$ cat src/rtl/ipi_tick_pkg.sv
package ipi_tick_pkg;

    localparam int NCPU        = 4;
    localparam int DATA_W      = 64;
    localparam int TMR_CLR_LO  = 4;
    localparam int IPI_CLR_LO  = 8;
    localparam int IPI_SET_LO  = 12;
    localparam int ACCEPT_BIT  = 28;
    localparam int TMR_STAT_LO = 4;
    localparam int IPI_STAT_LO = 8;
    localparam int ID_W        = 2;

    typedef enum logic [1:0] {
        ACC_B8  = 2'd0,
        ACC_B16 = 2'd1,
        ACC_B32 = 2'd2,
        ACC_B64 = 2'd3
    } acc_size_e;

    typedef struct packed {
        logic            apply;
        logic [NCPU-1:0] ipi_set;
        logic [NCPU-1:0] ipi_clr;
        logic [NCPU-1:0] tmr_clr;
    } wr_cmd_t;

endpackage

$ cat src/rtl/ipi_acc_dec.sv
module ipi_acc_dec
    import ipi_tick_pkg::*;
(
    input  logic              wr_en,
    input  logic [1:0]        wr_size,
    input  logic [DATA_W-1:0] wr_data,
    input  logic              rd_en,
    input  logic [1:0]        rd_size,
    output wr_cmd_t           cmd,
    output logic              rd_ok,
    output logic              err_now
);

    logic wr_sized;
    logic recognised;
    logic unused_data;

    assign unused_data = ^{wr_data[DATA_W-1:ACCEPT_BIT+1],
                           wr_data[ACCEPT_BIT-1:IPI_SET_LO+NCPU],
                           wr_data[TMR_CLR_LO-1:0]};

    always_comb begin
        wr_sized   = wr_en && (acc_size_e'(wr_size) == ACC_B64);
        recognised = (|wr_data[IPI_SET_LO+NCPU-1:TMR_CLR_LO]) || wr_data[ACCEPT_BIT];
        rd_ok      = rd_en && (acc_size_e'(rd_size) == ACC_B64);

        cmd.apply   = wr_sized && recognised;
        cmd.ipi_set = cmd.apply ? wr_data[IPI_SET_LO +: NCPU] : '0;
        cmd.ipi_clr = cmd.apply ? wr_data[IPI_CLR_LO +: NCPU] : '0;
        cmd.tmr_clr = cmd.apply ? wr_data[TMR_CLR_LO +: NCPU] : '0;

        err_now = (wr_en && !(wr_sized && recognised)) || (rd_en && !rd_ok);
    end

endmodule

$ cat src/rtl/ipi_pend_ctr.sv
module ipi_pend_ctr #(
    parameter int CNT_W = 4
) (
    input  logic clk,
    input  logic rst_n,
    input  logic set_i,
    input  logic clr_i,
    output logic irq_o
);

    localparam logic [CNT_W-1:0] CNT_MAX = {CNT_W{1'b1}};

    typedef struct packed {
        logic [CNT_W-1:0] cnt;
        logic             flag;
    } pend_t;

    pend_t st_d, st_q;
    logic [CNT_W-1:0] after_set;

    always_comb begin
        after_set = st_q.cnt;
        if (set_i && (st_q.cnt != CNT_MAX)) after_set = st_q.cnt + 1'b1;
        st_d.cnt  = after_set;
        if (clr_i && (after_set != '0)) st_d.cnt = after_set - 1'b1;
        st_d.flag = st_q.flag || set_i;
        if (clr_i && (st_d.cnt == '0)) st_d.flag = 1'b0;
    end

    always_ff @(posedge clk or negedge rst_n) begin
        if (!rst_n) st_q <= '0;
        else        st_q <= st_d;
    end

    assign irq_o = st_q.flag;

endmodule

$ cat src/rtl/tmr_flag.sv
module tmr_flag (
    input  logic clk,
    input  logic rst_n,
    input  logic tick_i,
    input  logic clr_i,
    output logic irq_o
);

    logic act_d, act_q;

    always_comb begin
        act_d = act_q;
        if (clr_i)  act_d = 1'b0;
        if (tick_i) act_d = 1'b1;
    end

    always_ff @(posedge clk or negedge rst_n) begin
        if (!rst_n) act_q <= 1'b0;
        else        act_q <= act_d;
    end

    assign irq_o = act_q;

endmodule

$ cat src/rtl/ipi_tick_ctl.sv
module ipi_tick_ctl
    import ipi_tick_pkg::*;
#(
    parameter int CNT_W = 4
) (
    input  logic              clk,
    input  logic              rst_n,
    input  logic              wr_en,
    input  logic [1:0]        wr_size,
    input  logic [DATA_W-1:0] wr_data,
    input  logic              rd_en,
    input  logic [1:0]        rd_size,
    input  logic [ID_W-1:0]   rd_cpu,
    input  logic              tick,
    output logic [NCPU-1:0]   ipi_irq,
    output logic [NCPU-1:0]   tmr_irq,
    output logic [DATA_W-1:0] rd_data,
    output logic              acc_err
);

    typedef struct packed {
        logic [DATA_W-1:0] rdat;
        logic              err;
    } port_t;

    wr_cmd_t           cmd;
    logic              rd_ok;
    logic              err_now;
    logic [DATA_W-1:0] status;
    port_t             po_d, po_q;

    ipi_acc_dec u_dec (
        .wr_en   (wr_en),
        .wr_size (wr_size),
        .wr_data (wr_data),
        .rd_en   (rd_en),
        .rd_size (rd_size),
        .cmd     (cmd),
        .rd_ok   (rd_ok),
        .err_now (err_now)
    );

    for (genvar g = 0; g < NCPU; g++) begin : g_cpu
        ipi_pend_ctr #(.CNT_W(CNT_W)) u_pend (
            .clk   (clk),
            .rst_n (rst_n),
            .set_i (cmd.ipi_set[g]),
            .clr_i (cmd.ipi_clr[g]),
            .irq_o (ipi_irq[g])
        );
        tmr_flag u_tmr (
            .clk    (clk),
            .rst_n  (rst_n),
            .tick_i (tick),
            .clr_i  (cmd.tmr_clr[g]),
            .irq_o  (tmr_irq[g])
        );
    end

    always_comb begin
        status = '0;
        status[TMR_STAT_LO +: NCPU] = tmr_irq;
        status[IPI_STAT_LO +: NCPU] = ipi_irq;

        po_d.err  = err_now;
        po_d.rdat = po_q.rdat;
        if (rd_en) begin
            po_d.rdat = '0;
            if (rd_ok) po_d.rdat = status | {{(DATA_W-ID_W){1'b0}}, rd_cpu};
        end
    end

    always_ff @(posedge clk or negedge rst_n) begin
        if (!rst_n) po_q <= '0;
        else        po_q <= po_d;
    end

    assign rd_data = po_q.rdat;
    assign acc_err = po_q.err;

endmodule

$ cat config.mk
export PLATFORM = sky130hd
export DESIGN_NAME = ipi_tick_ctl
export DESIGN_NICKNAME = d
export VERILOG_FILES = /design/src/rtl/ipi_tick_pkg.sv /design/src/rtl/ipi_acc_dec.sv /design/src/rtl/ipi_pend_ctr.sv /design/src/rtl/tmr_flag.sv /design/src/rtl/ipi_tick_ctl.sv
export SDC_FILE = /design/constraint.sdc
export NUM_CORES = 1
export LEC_CHECK = 0
export BUFFER_PORTS_ARGS = -buffer_cell sky130_fd_sc_hd__buf_2
export CORE_ASPECT_RATIO = 1.1
export CORE_UTILIZATION = 49
export CTS_CLUSTER_DIAMETER = 80
export DETAILED_ROUTE_END_ITERATION = 10
export GPL_TIMING_DRIVEN = 1
export PLACE_DENSITY = 0.87
export SYNTH_ARGS = -nofsm -noshare
export SYNTH_HDL_FRONTEND = slang
export SYNTH_SLANG_ARGS = --single-unit
$ cat constraint.sdc
create_clock -name clk -period 4.3 [get_ports clk]
set_clock_uncertainty 0.15 [all_clocks]
set_input_delay 0.215 -clock clk [delete_from_list [all_inputs] [get_ports clk]]
set_output_delay 0.215 -clock clk [all_outputs]
set_load 0.005 [all_outputs]
==> flow_summary.yaml <==
status:
  status: "complete, no violations"
die:
  dieHeight_um: 79.7
  coreArea_um2: 5130
  die-width_um: 72.6
  ios: 148
  start_util: 0.523
  dieArea_um2: 5780
  floorplan.rows: 27
detailed_routing:
  avgRoutedWirePerCell_um: 12.5
  drtIter0Drc: 113
  drc: 0
  drt_pass1_iterations: 4
  totalWireLength_mm: 5.14
  vias_per_cell: 5.05
  route.vias.total: 2079
  ant_nets: 0
sta:
  fmax_mhz: 379
  slew_violations: 0
  period_needed_ns: 2.64
  setup_slack_ns: 1.66
  rsz0062_at_grt: "no"
  final.setup.tns_ns: 0
  timing.final.crit_share: 0.613
  hold_viol: 0
  slew_headroom: 0.481
  tightest_slew_ns: 0.778
  setup_viol: 0
clocking:
  cts.sinks: 35
  cts.htree.levels: 2
  postCtsResizedCells: 0
  clk_latency_ns: 0.29
  cts_tree: "yes"
  clock-root-buffer: "clkbuf_8"
  clk_path_buf_depth: 2
  clk_pin_slew_ns: 0.07
  cts-buffers-inserted: 5
finish:
  nets: 423
  drive_gt1_frac: 0.185
  syn2layout_area_growth_pct: 4.75
  fin_cells: 412
  postLayoutCoreUtil: 0.548
  antennaDiodeCount: 0
place:
  port_buffers: 42
  dp.cells: 402
  gp_congestion: 0.946
  pre_cts_ws_ns: 1.64
  dp_hpwl_mm: 3.99
yosys:
  synthCells: 303
  syn_avg_cell_area_um2: 8.87
  ys_warn_count: 0
  ys.flop_type: "dfrtp_1"
  synth_top_cell_by_area: "dfrtp_1"
  synth.top_cell.area_share: 0.326
  yosysUniqueCellTypes: 52
  ys_async_sr_fraction: 1.00
  syn_area_um2: 2690
  synth_top_cells_by_area: "dfrtp_1 33%, buf_4 17%, nand2_1 4.5%, ha_1 3.7%, mux2i_1 3.7%"
  synth_edf_count: 0
  ys_ff_latch: 35
  ys_seq_area_frac: 0.326
global_route:
  gr-total-overflow: 0
  grt_pass1_wl_mm: 7.94
  grt_pass1_vias: 1847
  antenna_found_initial: 0
  track_usage: 0.178
  grt_max_degree: 36
setup_path:
  worstSetupEndpointType: "flip-flop"
  cp.arrival_ns: 2.66
  worstSetupPathType: "reg -> reg"
  worstPathRequired_ns: 4.33
  startpoint_type: "flip-flop"
  crit_fanout: 5
power:
  vdd_drop_max_mv: 0.177
  pwr_density_cell_nw_per_um2: 544
  leakage_nw: 1.28
min_path:
  hold_path_class: "in -> reg"
flow_run:
  cap_violations: 0
[metrics by stage]
step,total power [W],instance area [um^2],hold WS (ns)
floorplan,0.00113,2890,-0.231
global placement,0.00120,2680,0.173
detailed placement,0.00125,2680,0.182
CTS,0.00153,2810,0.0157
global route,0.00165,2810,0.0174
finish,0.00153,2810,0.0162
[critical path, cell delays in order (launching register included)]
cell     delay (ns)
dfrtp_1        0.46
ha_1           0.27
nand3_1        0.13
nand2_4        0.14
mux2i_4        0.27
ha_1           0.26
inv_1          0.08
nor2_1         0.07
o21ai_0        0.13
xor2_1         0.16
nand2_1        0.08
o32a_1         0.32
[synth_stat cells, types with 2 or more instances]
| library cell | instances |
|---|---|
| o31ai_1 | 2 |
| mux2_2 | 4 |
| nor2b_1 | 2 |
| a21oi_1 | 10 |
| a31o_2 | 3 |
| buf_6 | 2 |
| xnor2_1 | 8 |
| nor4_1 | 2 |
| and2_1 | 4 |
| nand4_1 | 6 |
| nand2_1 | 32 |
| nand3_1 | 8 |
| nor2_1 | 13 |
| dfrtp_1 | 35 |
| nor3_1 | 4 |
| mux2i_1 | 10 |
| buf_4 | 62 |
| a311o_1 | 2 |
| clkbuf_1 | 3 |
| nor3b_1 | 2 |
| ha_1 | 8 |
| nand2b_1 | 6 |
| and3_1 | 3 |
| o21ai_0 | 19 |
| xor2_1 | 4 |
| a21o_1 | 4 |
| inv_1 | 16 |
| a31oi_1 | 4 |
| a41oi_1 | 2 |
[report_power, final]
part           internal, W  total, W  leakage (nW)  switching (W)
Sequential        0.000430  0.000547         0.413       0.000117
Combinational     0.000328  0.000705         0.816       0.000377
Clock             0.000170  0.000280        0.0513       0.000110
[cell usage in the layout (no fill, tap or decap), drive strengths merged, types with 2 or more instances in the layout]
cell          n
a31o          3
nand4         6
and2          5
ha            8
mux2          5
o21ai        19
xnor2         8
a21o          4
buf          42
conb         54
a22o          2
nor2         13
nor4          2
mux2i        11
nor3b         2
nand2b        6
a21oi        10
nor3          4
o31ai         2
inv          16
a311o         2
nor2b         2
nand2        33
clkbuf        6
and3          4
a31oi         4
xor2          5
a41oi         2
and4b         2
dfrtp        35
nand3         8
dlygate4sd3   3
[flip-flops by register name, summed over array words and instances, names as in the netlist]
| signal | count |
|---|---|
| g_cpu.u_pend.st_q | 16 |
| rd_data | 10 |
| g_cpu.u_pend.irq_o | 4 |
| g_cpu.u_tmr.irq_o | 4 |
| acc_err | 1 |
[routing by layer]
| metal | share of wire | track usage | wire length, um | up-vias |
|---|---|---|---|---|
| met2 | 0.51 | 0.320 | 2610 | 85 |
| met3 | 0.067 | 0.0492 | 346 | 11 |
| met4 | 0.018 | 0.0706 | 94 | 0 |
| li1 | - | - | - | 1004 |
| met5 | 0 | 0 | 0 | - |
| met1 | 0.41 | 0.196 | 2080 | 979 |
[cell type report]
class                   count  area [um^2]
clock buffers               6         72.6
repair buffers             45          240
inverters                  16         60.1
well taps                  72         90.1
fillers                   470         2320
flip-flops and latches     35          876
clock inverters             1         30.0
multi-input cells         237         1450
[final timing paths]
check                                        startpoint                       to  slack, ns  cells after the start
worst max-delay path            g_cpu[3].u_pend.st_q[1]    g_cpu[3].u_pend.irq_o       1.66                     11
worst min-delay path                               tick     g_cpu[1].u_tmr.irq_o       0.02                      2
worst max register to register  g_cpu[3].u_pend.st_q[1]    g_cpu[3].u_pend.irq_o       1.66                     11
worst min register to register     g_cpu[0].u_tmr.irq_o     g_cpu[0].u_tmr.irq_o       0.36                      1
max in group asynchronous                         rst_n  g_cpu[2].u_pend.st_q[1]       3.11                      2
min in group asynchronous                         rst_n               rd_data[4]       0.39                      2
[cells by family after synthesis]
group,synth area share
flip-flops,0.326
other,0.00140
buffers and inverters,0.210
AO/OA/AOI/OAI,0.133
adder cells (fa/ha/maj),0.0373
XOR/XNOR,0.0494
multiplexers,0.0680
AND/OR/NAND/NOR,0.175
[repair_timing]
| action | CTS | global route |
|---|---|---|
| endpoints found under the hold margin | 37 | 0 |
| hold buffers | 3 | 0 |
| setup buffers | 0 | 0 |
(Power assumes the default switching activity.)
